File: src/rtl/wbc_pkg.sv
// Package: shared command codes and sequencer states for the write burst planner.
package wbc_pkg;

    // PCI command encodings used by the planner.
    typedef enum logic [3:0] {
        CMD_MEM_WR     = 4'b0111,
        CMD_MEM_WR_INV = 4'b1111
    } pci_cmd_e;

    // Tenure sequencer states.
    typedef enum logic [1:0] {
        S_IDLE = 2'd0,
        S_REQ  = 2'd1,
        S_XFER = 2'd2,
        S_GAP  = 2'd3
    } seq_state_e;

endpackage

File: src/rtl/wbc_line_geom.sv
// Module: wbc_line_geom
// Decodes the cache line size and locates the current address inside a line.
// Assumes: line size given in 32-bit words, CLS_W >= 8, byte address word aligned.
module wbc_line_geom #(
    parameter int ADDR_W = 32,
    parameter int CLS_W  = 8
) (
    input  logic              inv_en,
    input  logic [CLS_W-1:0]  cls,
    input  logic [ADDR_W-1:0] addr,
    output logic              line_ok,
    output logic              aligned,
    output logic              last_in_line,
    output logic [2:0]        shift,
    output logic [CLS_W-1:0]  to_bound
);
    localparam int MAX_SH = 7;
    localparam int OFF_W  = MAX_SH;

    logic             legal;
    logic [OFF_W-1:0] mask;
    logic [OFF_W-1:0] off;

    // Purpose: accept only power-of-two sizes from 2 to 128 words and find log2.
    always_comb begin
        legal = 1'b0;
        shift = 3'd0;
        for (int i = 1; i <= MAX_SH; i++) begin
            if (cls == CLS_W'(1 << i)) begin
                legal = 1'b1;
                shift = 3'(i);
            end
        end
    end

    // Purpose: word offset of the address inside the line and distance to its end.
    always_comb begin
        mask         = (OFF_W'(1) << shift) - OFF_W'(1);
        off          = addr[2 +: OFF_W] & mask;
        line_ok      = inv_en & legal;
        aligned      = line_ok & (off == '0);
        last_in_line = line_ok & (off == mask);
        to_bound     = cls - CLS_W'(off);
    end

endmodule

File: src/rtl/wbc_burst_sizer.sv
// Module: wbc_burst_sizer
// Chooses the command and burst length for the next tenure from line geometry,
// FIFO level and remaining length. Purely combinational; clock only for checks.
// Assumes: FIFO_W <= LEN_W.
module wbc_burst_sizer
    import wbc_pkg::*;
#(
    parameter int LEN_W  = 16,
    parameter int FIFO_W = 8,
    parameter int CLS_W  = 8
) (
    input  logic              clk,
    input  logic              rst_n,
    input  logic              line_ok,
    input  logic              aligned,
    input  logic [2:0]        shift,
    input  logic [CLS_W-1:0]  to_bound,
    input  logic [FIFO_W-1:0] fifo_words,
    input  logic [LEN_W-1:0]  rem_words,
    output pci_cmd_e          plan_cmd,
    output logic [LEN_W-1:0]  plan_words
);
    logic [LEN_W-1:0] fifo_ext;
    logic [LEN_W-1:0] avail;
    logic [LEN_W-1:0] lines;
    logic [LEN_W-1:0] whole;
    logic [LEN_W-1:0] bound;
    logic [LEN_W-1:0] mw_len;
    logic             use_inv;

    // Purpose: words that can go out now, limited by FIFO and transfer length.
    always_comb begin
        fifo_ext = LEN_W'(fifo_words);
        avail    = (fifo_ext < rem_words) ? fifo_ext : rem_words;
    end

    // Purpose: round the available words down to whole lines.
    always_comb begin
        lines = avail >> shift;
        whole = lines << shift;
    end

    // Purpose: plain write stops at the next line boundary when lines are in use.
    always_comb begin
        bound  = LEN_W'(to_bound);
        if (line_ok)
            mw_len = (avail < bound) ? avail : bound;
        else
            mw_len = avail;
    end

    // Purpose: final command and length selection.
    always_comb begin
        use_inv    = line_ok & aligned & (lines != '0);
        plan_cmd   = use_inv ? CMD_MEM_WR_INV : CMD_MEM_WR;
        plan_words = use_inv ? whole : mw_len;
    end

    // an invalidate plan fits the data and one more line would not.
    a_r4_largest_multiple: assert property (@(posedge clk) disable iff (!rst_n)
        (plan_cmd == CMD_MEM_WR_INV) |->
            (plan_words <= avail) &&
            (({1'b0, plan_words} + ({{LEN_W{1'b0}}, 1'b1} << shift)) > {1'b0, avail}));

    // a plain write with lines in use never crosses a boundary.
    a_r5_mw_to_boundary: assert property (@(posedge clk) disable iff (!rst_n)
        (plan_cmd == CMD_MEM_WR && line_ok) |-> (plan_words <= LEN_W'(to_bound)));

endmodule

File: src/rtl/wbc_tenure_seq.sv
// Module: wbc_tenure_seq
// Runs a transfer through request, tenure and release, counts data phases and
// ends each tenure on burst end, target stop or latency cut.
// Assumes: target never gives more data phases than the latched burst.
module wbc_tenure_seq
    import wbc_pkg::*;
#(
    parameter int ADDR_W = 32,
    parameter int LEN_W  = 16
) (
    input  logic              clk,
    input  logic              rst_n,
    input  logic              start,
    input  logic [ADDR_W-1:0] start_addr,
    input  logic [LEN_W-1:0]  start_words,
    input  logic              gnt_n,
    input  logic              trdy_n,
    input  logic              stop_n,
    input  logic              lat_expired,
    input  pci_cmd_e          plan_cmd,
    input  logic [LEN_W-1:0]  plan_words,
    input  logic              aligned,
    input  logic              last_in_line,
    output logic              req_n,
    output logic              bus_own,
    output pci_cmd_e          cmd,
    output logic [LEN_W-1:0]  burst_words,
    output logic [ADDR_W-1:0] cur_addr,
    output logic [LEN_W-1:0]  rem_words,
    output logic              done
);
    seq_state_e       st;
    logic [ADDR_W-1:0] addr_q;
    logic [LEN_W-1:0]  rem_q;
    logic [LEN_W-1:0]  left_q;
    logic              moved_q;
    pci_cmd_e          cmd_q;
    logic [LEN_W-1:0]  burst_q;
    logic              done_q;

    logic             word;
    logic             lat_cut;
    logic             end_burst;
    logic             end_lat;
    logic             end_now;
    logic [LEN_W-1:0] rem_after;

    // Purpose: decide whether this cycle closes the tenure.
    always_comb begin
        word      = (st == S_XFER) && !trdy_n;
        lat_cut   = lat_expired && gnt_n;
        end_burst = word && (left_q == LEN_W'(1));
        end_lat   = lat_cut && word && ((cmd_q == CMD_MEM_WR) || last_in_line);
        end_now   = (st == S_XFER) && (!stop_n || end_burst || end_lat);
        rem_after = word ? (rem_q - LEN_W'(1)) : rem_q;
    end

    // Purpose: sequencer state, address and length counters, latched plan.
    always_ff @(posedge clk) begin
        if (!rst_n) begin
            st      <= S_IDLE;
            addr_q  <= '0;
            rem_q   <= '0;
            left_q  <= '0;
            moved_q <= 1'b0;
            cmd_q   <= CMD_MEM_WR;
            burst_q <= '0;
            done_q  <= 1'b0;
        end else begin
            done_q <= 1'b0;
            unique case (st)
                S_IDLE: begin
                    if (start && (start_words != '0)) begin
                        addr_q <= start_addr;
                        rem_q  <= start_words;
                        st     <= S_REQ;
                    end
                end
                S_REQ: begin
                    if (!gnt_n && (plan_words != '0)) begin
                        cmd_q   <= plan_cmd;
                        burst_q <= plan_words;
                        left_q  <= plan_words;
                        moved_q <= 1'b0;
                        st      <= S_XFER;
                    end
                end
                S_XFER: begin
                    if (word) begin
                        addr_q  <= addr_q + ADDR_W'(4);
                        rem_q   <= rem_q - LEN_W'(1);
                        left_q  <= left_q - LEN_W'(1);
                        moved_q <= 1'b1;
                    end
                    if (end_now) begin
                        if (rem_after == '0) begin
                            st     <= S_IDLE;
                            done_q <= 1'b1;
                        end else begin
                            st <= S_GAP;
                        end
                    end
                end
                S_GAP: st <= S_REQ;
                default: st <= S_IDLE;
            endcase
        end
    end

    // Purpose: drive the outputs from state and registers.
    always_comb begin
        req_n       = !(((st == S_REQ) && (plan_words != '0)) || (st == S_XFER));
        bus_own     = (st == S_XFER);
        cmd         = cmd_q;
        burst_words = burst_q;
        cur_addr    = addr_q;
        rem_words   = rem_q;
        done        = done_q;
    end

    // no request while idle.
    a_r1_idle_quiet: assert property (@(posedge clk) disable iff (!rst_n)
        (st == S_IDLE) |-> req_n);

    // the burst counter never runs out inside a tenure.
    a_r7_left_nonzero: assert property (@(posedge clk) disable iff (!rst_n)
        (st == S_XFER) |-> (left_q != '0));

    // with the grant held and no stop, only the burst end can close the tenure.
    a_r8_grant_keeps_bus: assert property (@(posedge clk) disable iff (!rst_n)
        (st == S_XFER && !gnt_n && stop_n && !end_burst) |=> (st == S_XFER));

    // an invalidate tenure closed without stop leaves the address on a line boundary.
    a_r9_inv_ends_on_line: assert property (@(posedge clk) disable iff (!rst_n)
        (end_now && stop_n && cmd_q == CMD_MEM_WR_INV) |=> aligned);

    // a retry releases the bus with nothing consumed.
    a_r10_retry_release: assert property (@(posedge clk) disable iff (!rst_n)
        (st == S_XFER && !stop_n && trdy_n && !moved_q) |=>
            (st == S_GAP && $stable(rem_q) && $stable(addr_q)));

    // the release lasts one cycle before requesting again.
    a_r10_gap_rerequest: assert property (@(posedge clk) disable iff (!rst_n)
        (st == S_GAP) |=> (st == S_REQ));

endmodule

File: src/rtl/wbc_write_planner.sv
// Module: wbc_write_planner (top)
// Write-side command and burst planner for a PCI master draining a DMA FIFO.
// Assumes: configuration stable during a transfer, word-aligned start address,
// FIFO supplies every word of a burst it was planned against.
module wbc_write_planner
    import wbc_pkg::*;
#(
    parameter int ADDR_W = 32,
    parameter int LEN_W  = 16,
    parameter int FIFO_W = 8,
    parameter int CLS_W  = 8
) (
    input  logic              clk,
    input  logic              rst_n,
    input  logic              cfg_inv_en,
    input  logic [CLS_W-1:0]  cfg_line_words,
    input  logic [FIFO_W-1:0] fifo_words,
    input  logic              start,
    input  logic [ADDR_W-1:0] start_addr,
    input  logic [LEN_W-1:0]  start_words,
    input  logic              gnt_n,
    input  logic              trdy_n,
    input  logic              stop_n,
    input  logic              lat_expired,
    output logic              req_n,
    output logic              bus_own,
    output logic [3:0]        cmd,
    output logic [LEN_W-1:0]  burst_words,
    output logic [ADDR_W-1:0] cur_addr,
    output logic [LEN_W-1:0]  rem_words,
    output logic              done
);
    logic             line_ok;
    logic             aligned;
    logic             last_in_line;
    logic [2:0]       shift;
    logic [CLS_W-1:0] to_bound;
    pci_cmd_e         plan_cmd;
    logic [LEN_W-1:0] plan_words;
    pci_cmd_e         cmd_e;

    wbc_line_geom #(.ADDR_W(ADDR_W), .CLS_W(CLS_W)) u_geom (
        .inv_en       (cfg_inv_en),
        .cls          (cfg_line_words),
        .addr         (cur_addr),
        .line_ok      (line_ok),
        .aligned      (aligned),
        .last_in_line (last_in_line),
        .shift        (shift),
        .to_bound     (to_bound)
    );

    wbc_burst_sizer #(.LEN_W(LEN_W), .FIFO_W(FIFO_W), .CLS_W(CLS_W)) u_sizer (
        .clk        (clk),
        .rst_n      (rst_n),
        .line_ok    (line_ok),
        .aligned    (aligned),
        .shift      (shift),
        .to_bound   (to_bound),
        .fifo_words (fifo_words),
        .rem_words  (rem_words),
        .plan_cmd   (plan_cmd),
        .plan_words (plan_words)
    );

    wbc_tenure_seq #(.ADDR_W(ADDR_W), .LEN_W(LEN_W)) u_seq (
        .clk          (clk),
        .rst_n        (rst_n),
        .start        (start),
        .start_addr   (start_addr),
        .start_words  (start_words),
        .gnt_n        (gnt_n),
        .trdy_n       (trdy_n),
        .stop_n       (stop_n),
        .lat_expired  (lat_expired),
        .plan_cmd     (plan_cmd),
        .plan_words   (plan_words),
        .aligned      (aligned),
        .last_in_line (last_in_line),
        .req_n        (req_n),
        .bus_own      (bus_own),
        .cmd          (cmd_e),
        .burst_words  (burst_words),
        .cur_addr     (cur_addr),
        .rem_words    (rem_words),
        .done         (done)
    );

    // Purpose: present the command code as a plain vector.
    always_comb cmd = cmd_e;

    // an invalidate tenure needs the enable and a legal power-of-two line size.
    a_r2_inv_needs_cfg: assert property (@(posedge clk) disable iff (!rst_n)
        (bus_own && cmd == 4'b1111) |->
            (cfg_inv_en && !cfg_line_words[0] && $countones(cfg_line_words) == 1));

    // a fresh invalidate burst is a nonzero whole number of lines.
    a_r4_whole_lines: assert property (@(posedge clk) disable iff (!rst_n)
        ($rose(bus_own) && cmd == 4'b1111) |->
            (burst_words != '0) &&
            ((burst_words & LEN_W'(cfg_line_words - CLS_W'(1))) == '0));

endmodule

File: config.mk
export PLATFORM = sky130hd
export DESIGN_NAME = wbc_write_planner
export DESIGN_NICKNAME = d
export VERILOG_FILES = /design/src/rtl/wbc_pkg.sv /design/src/rtl/wbc_line_geom.sv /design/src/rtl/wbc_burst_sizer.sv /design/src/rtl/wbc_tenure_seq.sv /design/src/rtl/wbc_write_planner.sv
export SDC_FILE = /design/constraint.sdc
export NUM_CORES = 1
export LEC_CHECK = 0
export CAP_MARGIN = 20
export CORE_ASPECT_RATIO = 1.25
export CORE_MARGIN = 5
export CORE_UTILIZATION = 50
export CTS_CLUSTER_DIAMETER = 80
export DETAILED_ROUTE_END_ITERATION = 8
export DONT_BUFFER_PORTS = 1
export PLACE_DENSITY_LB_ADDON = 0.12
export SETUP_SLACK_MARGIN = 0.05
export SKIP_LAST_GASP = 1
export SYNTH_ARGS = -nofsm -noshare
export SYNTH_HDL_FRONTEND = slang
export SYNTH_SLANG_ARGS = --single-unit
File: constraint.sdc
create_clock -name clk -period 8.2 [get_ports clk]
set_input_delay 1.64 -clock clk [delete_from_list [all_inputs] [get_ports clk]]
set_output_delay 1.64 -clock clk [all_outputs]
set_load 0.01 [all_outputs]
==> run_results.csv <==
group,metric,value,unit
run_status,status,"completed",
global_route,grt_overflow,0,
placement,place_area,7220,µm²
finish,final_util,55.4,%
floorplan,initial_core_util,50.8,%
detailed_routing,vias,7317,
finish,fillers,1377,
logic_synthesis,yosysUniqueCellTypes,86,
cts,clockBufferDepth,2,
finish,fin_cells,1124,
timing,setup_viol,0,
global_route,antenna_found_initial,0,
logic_synthesis,synth_edf_count,0,
finish,drive_gt1_share,12.2,%
finish,final_nets,1046,
finish,stdcell_area,7650,µm²
placement,hpwl,16700,µm
cts,clock_latency,0.34,ns
global_route,grt_pass1_wl,35700,µm
cts,cts.clk_slew.worst_paths,0.06,ns
placement,dp.cells,1102,
cts,cts_max_level,3,
floorplan,row_count,48,
detailed_routing,routedWlPerCell,20.2,µm
worst_setup_path,worst_setup_path_start_kind,"primary input",
worst_setup_path,arrival,6.39,ns
logic_synthesis,postSynthRegisterBits,84,
global_route,grt_max_degree,75,
floorplan,num_io_pins,143,
logic_synthesis,synth_flop_cell,"dfxtp_1",
logic_synthesis,syn_area_per_cell,7.31,µm²
timing,finalClockSkew,0.00575,ns
logic_synthesis,synth_top_cell_area_share,24.0,%
floorplan,die_h,142,µm
detailed_routing,drt_wl_total,22800,µm
job,maxCapViolations,0,
power_and_ir_drop,power_density,233,nW/µm²
placement,gp_congestion,0.959,
power_and_ir_drop,p_leak,2.93,nW
logic_synthesis,ys_seq_area_share,24.0,%
timing,final-max-slew-violation-count,0,
worst_setup_path,cp-end-kind,"primary output",
detailed_routing,first_iter_violations,702,
worst_setup_path,setup.worst_path.class,"in -> out",
timing,rsz0062_at_grt,"true",
timing,hold_violations,0,
hold_path,hold_class,"reg -> reg",
cts,numCtsBuffers,9,
worst_setup_path,worstPathRequired,6.56,ns
cts,cts_tree,"done",
logic_synthesis,netlist_instances,960,
detailed_routing,ant_nets,0,
worst_setup_path,path_max_fanout,7,
floorplan,core_area,13800,µm²
finish,antenna_cells,0,
logic_synthesis,yosysMostFrequentCell,"nand2_1",
detailed_routing,drc,0,
timing,fin_crit,8.03,ns
cts,clock-root-buffer,"clkbuf_16",
timing,worst_pin_slew,1.02,ns
detailed_routing,via_per_inst,6.51,
power_and_ir_drop,ir_worst_vdd,173,µV
logic_synthesis,synth_warnings,0,
detailed_routing,dr.pass1.iters,8,
timing,fmax,125,MHz
floorplan,fp.dieW,116,µm
logic_synthesis,netlist_top_cells_count,"nand2_1 (92), a21oi_1 (87), dfxtp_1 (84)",
logic_synthesis,yosysTopAreaCell,"dfxtp_1",
cts,cts_sinks,84,
floorplan,dieArea,16500,µm²
timing,maxSlewHeadroom,31.6,%
global_route,grt_use_total,26.6,%
logic_synthesis,yosys-top-cells-area,"dfxtp_1 (24%), a21oi_1 (6.2%), ha_1 (5.2%)",
placement,portBuffers,0,
timing,finalCritPeriodShare,97.9,%
logic_synthesis,synth-async-reset-ratio,0,%
finish,area_growth_syn_to_layout,9.01,%
logic_synthesis,syn_area,7020,µm²
global_route,grt_pass1_vias,6707,
cells in the final DEF, fill, tap and decap left out, types with 8 or more instances in the layout:
cell / n
nand2_1: 91
dfxtp_1: 84
a21oi_1: 82
nor2_1: 81
o21ai_0: 67
nor3_1: 45
inv_1: 40
nand3_1: 37
buf_4: 32
and3_1: 26
ha_1: 25
mux2i_1: 19
a211oi_1: 17
and2_1: 16
nand4_1: 15
o22ai_1: 15
nor4_1: 15
xor2_1: 13
a221oi_1: 13
o21a_1: 10
clkbuf_16: 9
nand2b_1: 8
nor2b_1: 8
layer usage:
| metal | GRT usage (%) | wire, µm | vias up |
|---|---|---|---|
| met4 | 8.12 | 533 | 0 |
| met3 | 5.74 | 1700 | 41 |
| met5 | 0 | 0 | - |
| li1 | - | - | 3526 |
| met1 | 34.2 | 9330 | 3476 |
| met2 | 44.6 | 11200 | 274 |
timing repair:
| item | CTS | global route |
|---|---|---|
| resized for setup | 5 | 10 |
| hold buffers | 0 | 0 |
| endpoints found under the setup margin | 1 | 1 |
| hold endpoints to repair | 0 | 0 |
| buffers inserted | 0 | 6 |
| cloned | 0 | 0 |
| pin swaps | 2 | 13 |
worst max-delay path, stage by stage:
cell      delay [ns]
or4_4           0.57
nor4_4          0.39
a21oi_4         0.08
nand2_2         0.13
ha_4            0.21
nand2b_4        0.15
fa_2            0.39
nand2_1         0.08
nand2_1         0.06
a21oi_2         0.17
o21bai_1        0.09
a21oi_1         0.19
xor2_1          0.25
ha_1            0.28
a21o_1          0.17
a211oi_2        0.18
o21ai_1         0.10
a31oi_2         0.24
nor2_4          0.09
nor4_4          0.22
a31oi_2         0.07
or3_4           0.42
a21oi_4         0.20
flip-flops by register name, indices dropped and copies added, names as in the netlist:
name	cells
u_seq.done	1
u_seq.cur_addr	32
u_seq.burst_words	16
u_seq.left_q	16
u_seq.st	2
u_seq.rem_words	16
u_seq.cmd	1
final cells by class:
| class | count | area [µm²] | share of cell area (%) |
|---|---|---|---|
| multi-input combinational | 775 | 5050 | 66.0 |
| clock inverter | 7 | 76.3 | 0.998 |
| tap | 175 | 219 | 2.86 |
| timing repair buffer | 32 | 240 | 3.14 |
| clock buffer | 9 | 225 | 2.94 |
| sequential | 84 | 1680 | 22.0 |
| inverter | 42 | 158 | 2.06 |
power by group:
group	leakage, nW	internal [W]	total (W)	switching (W)
combinational	2.10	0.000287	0.000756	0.000469
clock	0.147	0.000238	0.000415	0.000177
sequential	0.687	0.000473	0.000607	0.000134
total	2.93	0.000998	0.00178	0.000780
kinds of logic after synthesis:
| group | Yosys count | synth area share [%] |
|---|---|---|
| DFF | 84 | 24.0 |
| and+or+nand+nor | 392 | 28.9 |
| AOI/OAI and AO/OA | 306 | 29.2 |
| buffers and inverters | 103 | 6.38 |
| xor gates and xnor gates | 20 | 2.50 |
| muxes | 24 | 3.51 |
| other | 1 | 0.0534 |
| adders and majority gates | 30 | 5.46 |
worst paths after layout:
kind              slack, ns               end  cells past startpoint          startpoint
setup / recovery       0.17             req_n                     23   cfg_line_words[6]
hold / removal         0.50  u_seq.left_q[12]                      1    u_seq.left_q[12]
setup reg to reg       2.16  u_seq.left_q[12]                     20  u_seq.rem_words[5]
hold reg to reg        0.50  u_seq.left_q[12]                      1    u_seq.left_q[12]
stage by stage:
stage	hold WS, ns	TNS, ns	total power [W]	worst slack (ns)
final	0.500	0	0.00178	0.170
after global routing	0.532	-0.158	0.00190	-0.158
after CTS	0.503	0	0.00176	0.105
after detailed placement	0.488	-0.0533	0.00134	-0.0533
after global placement	0.481	0	0.00133	0.0918
after floorplan	0.463	0	0.00116	0.0692
Power figures use the tool's default switching activity.
